--- config.mk ---
export PLATFORM = sky130hd
export DESIGN_NAME = mvs_stream_ctrl
export DESIGN_NICKNAME = d
export VERILOG_FILES = /design/src/rtl/mvs_pkg.sv /design/src/rtl/mvs_operand_store.sv /design/src/rtl/mvs_result_unload.sv /design/src/rtl/mvs_stream_ctrl.sv
export SDC_FILE = /design/constraint.sdc
export NUM_CORES = 1
export LEC_CHECK = 0
export CAP_MARGIN = 30
export CORE_AREA = 4 4 321 323
export DETAILED_ROUTE_END_ITERATION = 12
export DIE_AREA = 0 0 325 327
export GPL_TIMING_DRIVEN = 0
export SYNTH_ARGS = -nofsm -noshare
export SYNTH_HDL_FRONTEND = slang
export SYNTH_SLANG_ARGS = --single-unit
--- constraint.sdc ---
create_clock -name clk -period 4.9 [get_ports clk]
set_input_delay 0.98 -clock clk [delete_from_list [all_inputs] [get_ports clk]]
set_output_delay 0.98 -clock clk [all_outputs]
set_load 0.01 [all_outputs]
--- src/rtl/mvs_pkg.sv ---
package mvs_pkg;
   typedef enum logic [1:0] {
      ST_LOAD    = 2'd0,
      ST_COMPUTE = 2'd1,
      ST_SEND    = 2'd2
   } mvs_state_e;
endpackage

--- src/rtl/mvs_operand_store.sv ---
module mvs_operand_store #(
   parameter int N = 4,
   parameter int W = 32
) (
   input  logic             clk,
   input  logic             rst_n,
   input  logic             wr_en,
   input  logic [W-1:0]     wr_data,
   output logic             wr_final,
   output logic [N*N*W-1:0] mat,
   output logic [N*W-1:0]   vec
);
   localparam int TOTAL = N*N + N;
   localparam int CW    = $clog2(TOTAL);

   logic [CW-1:0] cnt;
   logic [W-1:0]  words [TOTAL];

   assign wr_final = (cnt == CW'(TOTAL-1));

   always_ff @(posedge clk) begin
      if (!rst_n)
         cnt <= '0;
      else if (wr_en)
         cnt <= wr_final ? '0 : cnt + 1'b1;
   end

   for (genvar k = 0; k < TOTAL; k++) begin : g_word
      always_ff @(posedge clk) begin
         if (wr_en && cnt == CW'(k))
            words[k] <= wr_data;
      end
      if (k < N*N) begin : g_mat
         assign mat[k*W +: W] = words[k];
      end else begin : g_vec
         assign vec[(k-N*N)*W +: W] = words[k];
      end
   end

   assert_cnt_range_R2: assert property (@(posedge clk) disable iff (!rst_n)
      cnt <= CW'(TOTAL-1));
endmodule

--- src/rtl/mvs_result_unload.sv ---
module mvs_result_unload #(
   parameter int N        = 4,
   parameter int W        = 32,
   parameter bit USE_SHIFT = 1'b1
) (
   input  logic           clk,
   input  logic           rst_n,
   input  logic           capture,
   input  logic           pop,
   input  logic [N*W-1:0] res_in,
   output logic [W-1:0]   data,
   output logic           last
);
   localparam int IW = $clog2(N);

   logic [IW-1:0]  idx;
   logic [N*W-1:0] held;

   assign last = (idx == IW'(N-1));

   always_ff @(posedge clk) begin
      if (!rst_n)
         idx <= '0;
      else if (capture)
         idx <= '0;
      else if (pop && !last)
         idx <= idx + 1'b1;
   end

   if (USE_SHIFT) begin : g_shift
      always_ff @(posedge clk) begin
         if (capture)
            held <= res_in;
         else if (pop)
            held <= held >> W;
      end
      assign data = held[W-1:0];
   end else begin : g_mux
      always_ff @(posedge clk) begin
         if (capture)
            held <= res_in;
      end
      assign data = held[idx*W +: W];
   end
endmodule

--- src/rtl/mvs_stream_ctrl.sv ---
module mvs_stream_ctrl #(
   parameter int N         = 4,
   parameter int W         = 32,
   parameter bit USE_SHIFT = 1'b1
) (
   input  logic             clk,
   input  logic             rst_n,
   input  logic [W-1:0]     s_tdata,
   input  logic             s_tvalid,
   output logic             s_tready,
   output logic [W-1:0]     m_tdata,
   output logic             m_tvalid,
   input  logic             m_tready,
   output logic             m_tlast,
   output logic             core_start,
   input  logic             core_done,
   output logic [N*N*W-1:0] core_mat,
   output logic [N*W-1:0]   core_vec,
   input  logic [N*W-1:0]   core_res
);
   import mvs_pkg::*;

   if (N < 2) begin : g_chk_n
      $error("mvs_stream_ctrl: N must be at least 2");
   end
   if (W < 1) begin : g_chk_w
      $error("mvs_stream_ctrl: W must be positive");
   end

   mvs_state_e state;
   logic       start_q;
   logic       in_beat, wr_final, capture, pop, res_last;

   assign s_tready = (state == ST_LOAD);
   assign m_tvalid = (state == ST_SEND);
   assign in_beat  = s_tvalid && s_tready;
   assign capture  = (state == ST_COMPUTE) && core_done;
   assign pop      = m_tvalid && m_tready;
   assign m_tlast  = m_tvalid && res_last;
   assign core_start = start_q;

   always_ff @(posedge clk) begin
      if (!rst_n) begin
         state   <= ST_LOAD;
         start_q <= 1'b0;
      end else begin
         start_q <= 1'b0;
         unique case (state)
            ST_LOAD: if (in_beat && wr_final) begin
               state   <= ST_COMPUTE;
               start_q <= 1'b1;
            end
            ST_COMPUTE: if (core_done) state <= ST_SEND;
            ST_SEND:    if (pop && res_last) state <= ST_LOAD;
            default:    state <= ST_LOAD;
         endcase
      end
   end

   mvs_operand_store #(.N(N), .W(W)) u_store (
      .clk(clk), .rst_n(rst_n), .wr_en(in_beat), .wr_data(s_tdata),
      .wr_final(wr_final), .mat(core_mat), .vec(core_vec));

   mvs_result_unload #(.N(N), .W(W), .USE_SHIFT(USE_SHIFT)) u_unload (
      .clk(clk), .rst_n(rst_n), .capture(capture), .pop(pop),
      .res_in(core_res), .data(m_tdata), .last(res_last));

   assert_start_pulse_R3: assert property (@(posedge clk) disable iff (!rst_n)
      core_start |=> !core_start);
   assert_start_cause_R3: assert property (@(posedge clk) disable iff (!rst_n)
      $rose(core_start) |-> $past(in_beat));
   assert_port_excl_R4: assert property (@(posedge clk) disable iff (!rst_n)
      !(s_tready && m_tvalid));
   assert_hold_R7: assert property (@(posedge clk) disable iff (!rst_n)
      (m_tvalid && !m_tready) |=> (m_tvalid && $stable(m_tdata) && $stable(m_tlast)));
   assert_last_valid_R8: assert property (@(posedge clk) disable iff (!rst_n)
      m_tlast |-> m_tvalid);
   assert_reopen_R9: assert property (@(posedge clk) disable iff (!rst_n)
      (pop && m_tlast) |=> (s_tready && !m_tvalid));
endmodule

==> run metrics, run 1 <==
status complete, no violations; sequential fraction of the synthesis area 91.33%; commonest non-fill, non-tap cell in the layout clkdlybuf4s50_1; Cells after Synth 1232; Num CTS Buffers 82; dpl ws 0.7256 ns; DR DRC count 0; Longest Clk Path Bufs 3; Hold Path Cell Cnt 2; largest family of logic cells by synthesized area simple AND/OR/NAND/NOR gates; CP arrival 3.80 ns; Worst Tran Pin Value 1.040 ns; Rel. slew slack 30.46%; Final Max Slew Viols 0; FF-to-FF path depth 6; Synth Area in Simple Gates 6.396%; Antenna Nets Post-Route 0; VDD IR-drop max between 200 and 250 uV; final setup vio count 0; HP Start u_unload.held[35]$_DFFE_PP_; grt total ovfl 0; clock root cell clkbuf_16; Synth Area in Adders 0.2948%; Reg-to-Reg Start state[1]$_SDFFE_PN0P_; clk_skew 0.03819 ns; r2r endpoint u_unload.held[31]$_DFFE_PP_; share of layout cells above drive strength 1 a little under a tenth; TritonCTS clock tree yes; Final Critical Period 3.467 ns; Area Overhead vs Synth 51.55%; top cell type's share of synthesized area about 91%; DPL Wire Length 65890 um; Crit Path Class primary input to flip-flop; pin count of the biggest net entering global routing 66; hold endpoint u_unload.held[3]$_DFFE_PP_; unrepaired setup endpoints after global routing no; initial antenna violation count 3; core area 0.09986 mm2; Pre-antenna DRT Iters 7; wire per inst between 20 and 30 um; RePlAce Congestion about 0.8; Final Net Count about 2300; post-synthesis mux area share less than 1%; r2r setup slk about 1.8 ns; most area-consuming cells after synthesis edfxtp_1 (91%), nand2_1 (4.3%), and2_1 (1.3%); Yosys top cell by area edfxtp_1; fillers roughly 9100; Worst-path clk slew 0.06 ns; GR Util All Layers between 15 and 20%; Vias 15120; WHS 0.5038 ns; Initial DRC Count 1324; Critical Path Fanout Max 65; std cell rows 116; Post-Syn Area roughly 0.025 mm2; CP required 5.23 ns; Power per Cell Area 359.7 mW/mm2; DR vias/cell ~4.3; Synth Area in XOR/XNOR less than 1%; CTS hold repair buffers 0; CTS-repair resized insts 0; I/O Buffers 840; Final Cell Area 0.03860 mm2; setup ws final between 1 and 1.5 ns; Initial Util 25.51%; total length of routed wires 92090 um; HP Class flip-flop to flip-flop; CTS Sinks slightly below 800; Netlist cell types 32; leak pwr 13.08 nW; worst-skew pair later-pin latency around 0.65 ns; first-pass GRT wire length roughly 120000 um; die area 0.1063 mm2; post-CTS setup buffers 0; number of global-route vias before repair 15620; fmax 288.4 MHz; die height between 300 and 400 um; Synth Warn # 0; most frequent cells in the layout clkdlybuf4s50_1 (840), edfxtp_1 (768), nand2_1 (293), clkbuf_16 (82), and2_1 (34); Worst setup EP type flip-flop; Yosys reg bits 778; Final Hold Vio Count 0; Die X 325 um; final cell utilization of the core 38.65%; Final period util 70.76%; syn_nets around 1400; max-cap viol count 0; H-tree Lvls 3; # IOs 841; Overall Power 13.88 mW; Placement Cell Area 0.03596 mm2; syn avg cell area 20.67 um2; Synth Area in Compound Gates 0.3095%; nature of the critical path startpoint primary input
-- where the power goes --
group / switching [mW] / internal (mW)
sequential: 0.0195 / 7.37
clock: 2.65 / 3.35
combinational: 0.266 / 0.231
-- sequential cells by signal, summed over array words and instances, names as in the netlist --
| register | count |
|---|---|
| core_start | 1 |
| state | 2 |
| u_store.cnt | 5 |
| u_store.words | 640 |
| u_unload.held | 128 |
| u_unload.idx | 2 |
-- cell usage after synthesis --
cell type,number
a21oi_2,1
buf_6,2
ha_1,6
nor2_1,7
edfxtp_1,768
and3b_1,1
dfxtp_1,10
nand2_1,294
a21oi_1,2
nor3b_1,1
and3_1,1
nor3_2,4
or3_1,1
and2_1,53
and4bb_1,1
o21ai_0,1
buf_2,12
nand3b_1,1
mux2i_1,2
or4b_4,2
buf_4,32
or3b_1,1
o31ai_4,1
o2111a_1,1
a211oi_1,1
nor3b_2,2
o21a_1,2
nand3_1,1
clkbuf_1,13
inv_1,4
nor2b_1,2
xnor2_1,2
-- layout make-up --
type                            instances  area, um2  share of cell area [%]
Tap cell                             1298       1624                   4.208
Antenna cell                            4      10.01                 0.02593
Sequential cell                       778      23260                   60.27
Clock inverter                         50      493.0                   1.277
Clock buffer                           99       2116                   5.482
Multi-Input combinational cell        391       1873                   4.853
Timing Repair Buffer                  859       8833                   22.89
Buffer                                 59      371.6                  0.9628
Inverter                                4      15.01                 0.03890
-- critical path, cell delays in order --
cell             delay (ns)
clkdlybuf4s50_1        0.47
nand3b_1               0.12
clkbuf_1               0.37
buf_2                  0.32
buf_2                  0.40
nand2_4                0.56
buf_16                 0.45
-- worst max path at each step --
stage,slack [ns],end,cells after the start,startpoint
after floorplan,0.04,u_unload.held[0]$_DFFE_PP_,5,core_done
final,1.43,u_unload.held[31]$_DFFE_PP_,7,core_done
after global placement,-2.55,u_unload.held[27]$_DFFE_PP_,6,core_done
after global routing,1.29,u_unload.held[31]$_DFFE_PP_,7,core_done
after detailed placement,0.73,u_unload.held[28]$_DFFE_PP_,7,core_done
after CTS,1.42,u_unload.held[44]$_DFFE_PP_,7,core_done
-- metal layers --
layer	up-vias	track usage [%]	wire length, um
met5	-	0	30
met4	4	6.734	3344
met3	162	5.247	8184
met2	910	29.37	46630
met1	7604	18.50	33900
li1	6441	-	-
-- cells by family (layout without fill, tap and decap cells) --
group | after synthesis | in the layout
xor+xnor | 2 | 2
compound gates | 9 | 9
simple gates | 372 | 372
flops | 778 | 778
buf+inv | 63 | 1071
fa+ha+maj | 6 | 6
other cells | 0 | 4
mux | 2 | 2
-- through the flow --
step / setup TNS (ns) / cells
after floorplan: 0 / 1232
after CTS: 0 / 3537
after global routing: 0 / 3538
after global placement: -385.33 / 3370
after detailed placement: 0 / 3388
final: 0 / 3542
Power figures use the tool's default switching activity.
==> inputs of run 2 (changes only) <==
- clock period: 4.9 -> 3.1 ns (I/O delays scaled with it)
==> run metrics, run 2 (synthesis results as in run 1) <==
VDD IR-drop max 476.4 uV; Rel. slew slack a little under 30%; switch share 20.47%; HP Start u_unload.idx[1]$_SDFFE_PP0P_; share of layout cells above drive strength 1 approximately a tenth; worst-skew pair later-pin latency 0.65 ns; H-tree Lvls 3; CP arrival roughly 2.3 ns; r2r endpoint u_store.words[0][75]$_DFFE_PP_; Pre-antenna DRT Iters 5; CP max stage delay 0.56 ns; Final Cell Area 0.03884 mm2; Final Net Count 2347; sum of negative setup slack 0 ns; Critical Path Fanout Max 10; fmax between 300 and 400 MHz; Hold Path Cell Cnt 2; Power per Cell Area 581.5 mW/mm2; CTS hold repair buffers 0; Longest Clk Path Bufs 3; Placement Cell Area 0.03601 mm2; DPL Wire Length 64870 um; total length of routed wires 89290 um; commonest non-fill, non-tap cell in the layout clkdlybuf4s50_1; wire per inst 25.18 um; die height 327 um; Initial Util 25.51%; HP Class flip-flop to flip-flop; DR DRC count 0; clk_skew 0.03261 ns; first-pass GRT wire length 120800 um; WHS 0.5076 ns; FF-to-FF path depth 4; Final Max Slew Viols 0; I/O Buffers 840; Antenna Nets Post-Route 0; CTS-repair resized insts 0; fillers 9065; Die X about 330 um; Final Hold Vio Count 0; clock root cell clkbuf_16; r2r setup slk 0.51 ns; dpl ws -0.1831 ns; unrepaired setup endpoints after global routing no; most frequent cells in the layout clkdlybuf4s50_1 (840), edfxtp_1 (768), nand2_1 (293), clkbuf_16 (83), and2_1 (34); Num CTS Buffers 82; hold endpoint u_unload.idx[1]$_SDFFE_PP0P_; clock power share 44.9%; post-CTS setup buffers 0; register share of total power 51.7%; core area about 0.1 mm2; Worst-path clk slew 0.06 ns; TritonCTS clock tree yes; Worst setup EP type primary output; Area Overhead vs Synth 52.52%; setup ws final 0.1391 ns; CP max stage cell clkdlybuf4s50_1; Reg-to-Reg Start u_store.cnt[2]$_SDFFE_PN0P_; pin count of the biggest net entering global routing 123; Crit Path Class flip-flop to primary output; nature of the critical path startpoint flip-flop; max-cap viol count 0; die area between 0.1 and 0.15 mm2; CP required 2.48 ns; FF/Latch Area between 0.02 and 0.025 mm2; worst-path cell chain buf_6 > nor2b_1 > and2_1 > clkdlybuf4s50_1; final cell utilization of the core ~39%; Comb pwr share 3.3%; multi-input logic area 0.001874 mm2; largest registers u_store.words x640, u_unload.held x128, u_store.cnt x5; leak pwr ~13 nW; Switch Pwr about 4.6 mW; number of global-route vias before repair 15440; # IOs 841; Final Critical Period 2.961 ns; status complete, no violations; grt total ovfl 0; Biggest register u_store.words; Final period util 95.51%; Worst Tran Pin Value 1.050 ns; Vias 14990; initial antenna violation count 1; CTS Sinks ~780; DR vias/cell roughly 4.2; final setup vio count 0; std cell rows between 100 and 150; Int Power about 18 mW; GR Util All Layers 16.07%; number of flip-flops in the largest register 640; Initial DRC Count 1224; RePlAce Congestion 0.8395
-- run 2: final cells by class --
class | instances | share of cell area, %
Multi-Input combinational cell | 391 | 4.825
Antenna cell | 2 | 0.01288
Inverter | 4 | 0.03865
Sequential cell | 778 | 59.89
Clock buffer | 101 | 5.547
Timing Repair Buffer | 860 | 22.81
Clock inverter | 53 | 1.743
Tap cell | 1298 | 4.181
Buffer | 59 | 0.9566
-- run 2: how the worst max path moves through the flow --
stage / start / endpoint / slack [ns] / depth (start not counted)
2_1_floorplan: s_tvalid / u_store.words[4][100]$_DFFE_PP_ / 0.20 / 2
3_3_place_gp: s_tvalid / u_store.words[4][111]$_DFFE_PP_ / -2.76 / 3
3_5_place_dp: s_tvalid / u_store.words[0][74]$_DFFE_PP_ / -0.18 / 5
4_1_cts: state[1]$_SDFFE_PN0P_ / m_tlast / 0.04 / 4
5_1_grt: state[1]$_SDFFE_PN0P_ / m_tlast / 0.03 / 4
6_report: state[1]$_SDFFE_PN0P_ / m_tlast / 0.14 / 4
-- run 2: worst max-delay path: cells and delay by family, from the launching register on --
family        cells  cell delay [ns]
simple gates      2             0.56
buf+inv           2             0.74
flops             1             0.38
-- run 2: metrics by stage --
stage	instances	power, mW
floorplan	1232	12.02
global placement	3370	12.64
detailed placement	3390	12.67
CTS	3544	22.82
global route	3545	23.32
finish	3546	22.59
-- run 2: power by group through the flow --
stage	Clock [mW]	Combinational (mW)	Sequential [mW]
5_1_grt	10.8	0.791	11.7
3_3_place_gp	0	0.726	11.9
6_report	10.2	0.755	11.7
2_1_floorplan	0	0.0730	11.9
4_1_cts	10.4	0.767	11.7
3_5_place_dp	0	0.765	11.9
-- run 2: layer usage --
| layer | share of wire [%] | GRT usage (%) | up-vias | wire (um) |
|---|---|---|---|---|
| met1 | 36 | 17.86 | 7448 | 31880 |
| met4 | 3.7 | 6.579 | 0 | 3261 |
| met5 | 0 | 0 | - | 0 |
| li1 | - | - | 6464 | - |
| met3 | 9.5 | 5.156 | 148 | 8516 |
| met2 | 51 | 28.50 | 931 | 45630 |
==> inputs of run 3 (changes only) <==
- CORE_AREA: 4 4 321 323 -> 4 4 323 325
- CTS_BUF_LIST: unset -> sky130_fd_sc_hd__clkbuf_2 sky130_fd_sc_hd__clkbuf_4 sky130_fd_sc_hd__clkbuf_8
- DIE_AREA: 0 0 325 327 -> 0 0 327 329
==> run metrics, run 3 (synthesis results as in run 1) <==
wire per inst 24.54 um; largest registers u_store.words x640, u_unload.held x128, u_store.cnt x5; Final Hold Vio Count 0; Num CTS Buffers 130; Worst Tran Pin Value 1.040 ns; most frequent cells in the layout clkdlybuf4s50_1 (839), edfxtp_1 (768), nand2_1 (293), clkbuf_8 (131); Vias about 15000; Antenna Nets Post-Route 0; DPL Wire Length 63500 um; WHS around 0.5 ns; Final period util 92.46%; Placed Cells ~3500; clk_skew 0.03063 ns; grt total ovfl 0; HP Class primary input to flip-flop; CTS hold repair buffers 0; Initial DRC Count approximately 1200; initial antenna violation count 6; DR vias/cell 4.147; share of layout cells above drive strength 1 between 10 and 15%; worst-skew pair later-pin latency slightly below 0.8 ns; Placement Cell Area 0.03597 mm2; Initial Util 25.11%; VDD IR-drop max 355.9 uV; status complete, no violations; Rel. slew slack 30.42%; Die X 327 um; leak pwr 13.08 nW; max-cap viol count 0; unrepaired setup endpoints after global routing no; fmax 348.9 MHz; FF-to-FF path depth 6; Final Critical Period 2.866 ns; CP arrival 2.25 ns; core area 0.1014 mm2; fin cells 3688; final setup vio count 0; die area about 0.11 mm2; commonest non-fill, non-tap cell in the layout clkdlybuf4s50_1; Overall Power 21.16 mW; std cell rows 117; Worst-path clk slew 0.06 ns; Pre-antenna DRT Iters 5; pin count of the biggest net entering global routing about 110; CTS Sinks a little under 800; post-CTS setup buffers 0; I/O Buffers 840; die height 329 um; CP required 2.48 ns; Final Max Slew Viols 0; # IOs 841; Biggest register u_store.words; DR DRC count 0; nature of the critical path startpoint flip-flop; H-tree Lvls 4; Worst setup EP type primary output; Power per Cell Area 550.0 mW/mm2; Critical Path Fanout Max 10; Final Cell Area 0.03847 mm2; GR Util All Layers 16.13%; number of global-route vias before repair 15920; CTS-repair resized insts 2; number of flip-flops in the largest register 640; TritonCTS clock tree yes; Final Net Count 2391; first-pass GRT wire length 121900 um; Crit Path Class flip-flop to primary output; RePlAce Congestion 0.8407; clock root cell clkbuf_8; total length of routed wires 90510 um; Area Overhead vs Synth 51.05%; Hold Path Cell Cnt 3; Longest Clk Path Bufs 3
## run 3: cell types whose count changed in the layout (fill, tap and decap cells not counted), moves of 10 or more
cell,delta
clkbuf_4,+34
bufinv_16,-10
clkbuf_16,-83
clkbuf_1,-17
clkinv_1,+14
clkbuf_8,+130
## run 3: path summary, 6_finish.rpt
check                           slack, ns                          end                         from
worst max register to register       0.35  u_unload.held[26]$_DFFE_PP_        state[1]$_SDFFE_PN0P_
worst max-delay path                 0.23                     m_tvalid        state[1]$_SDFFE_PN0P_
worst min register to register       0.50  u_unload.held[57]$_DFFE_PP_  u_unload.held[89]$_DFFE_PP_
worst min-delay path                 0.49  u_unload.held[42]$_DFFE_PP_                 core_res[42]
## run 3: power breakdown
part           total (mW)  internal, mW  switching, mW  leakage [nW]
Sequential           11.7          11.7         0.0306          6.96
Combinational       0.753         0.348          0.405          4.82
Clock                8.72          4.52           4.20          1.31
Total                21.2          16.5           4.63          13.1
## run 3: layout make-up
class | instances | area (um2)
buffer | 59 | 371.6
clock inverter | 62 | 431.7
tap | 1368 | 1712
clock buffer | 165 | 2058
multi-input combinational | 391 | 1884
sequential | 778 | 23260
timing repair buffer | 856 | 8725
fill | 9315 | 62980
inverter | 4 | 15.01
antenna | 5 | 12.51
## run 3: metal layers
layer / up-vias / wire length [um] / track usage, %
li1: 6553 / - / -
met1: 7622 / 32880 / 17.73
met2: 924 / 44900 / 27.57
met3: 192 / 8325 / 5.693
met4: 4 / 4368 / 8.461
met5: - / 34 / 0
## run 3: worst max-delay path, stage by stage (launching register included)
cell	delay (ns)
dfxtp_1	0.42
buf_6	0.20
nor2b_2	0.24
clkdlybuf4s50_1	0.62
## run 3: per-stage QoR
stage | setup TNS (ns) | utilization (%) | worst slack [ns]
after global placement | -1060.94 | 35.09 | -2.663
after CTS | 0 | 37.91 | 0.1076
after global routing | 0 | 37.91 | 0.1258
after detailed placement | -57.20 | 35.45 | -0.2642
final | 0 | 37.92 | 0.2338
after floorplan | 0 | - | 0.1954
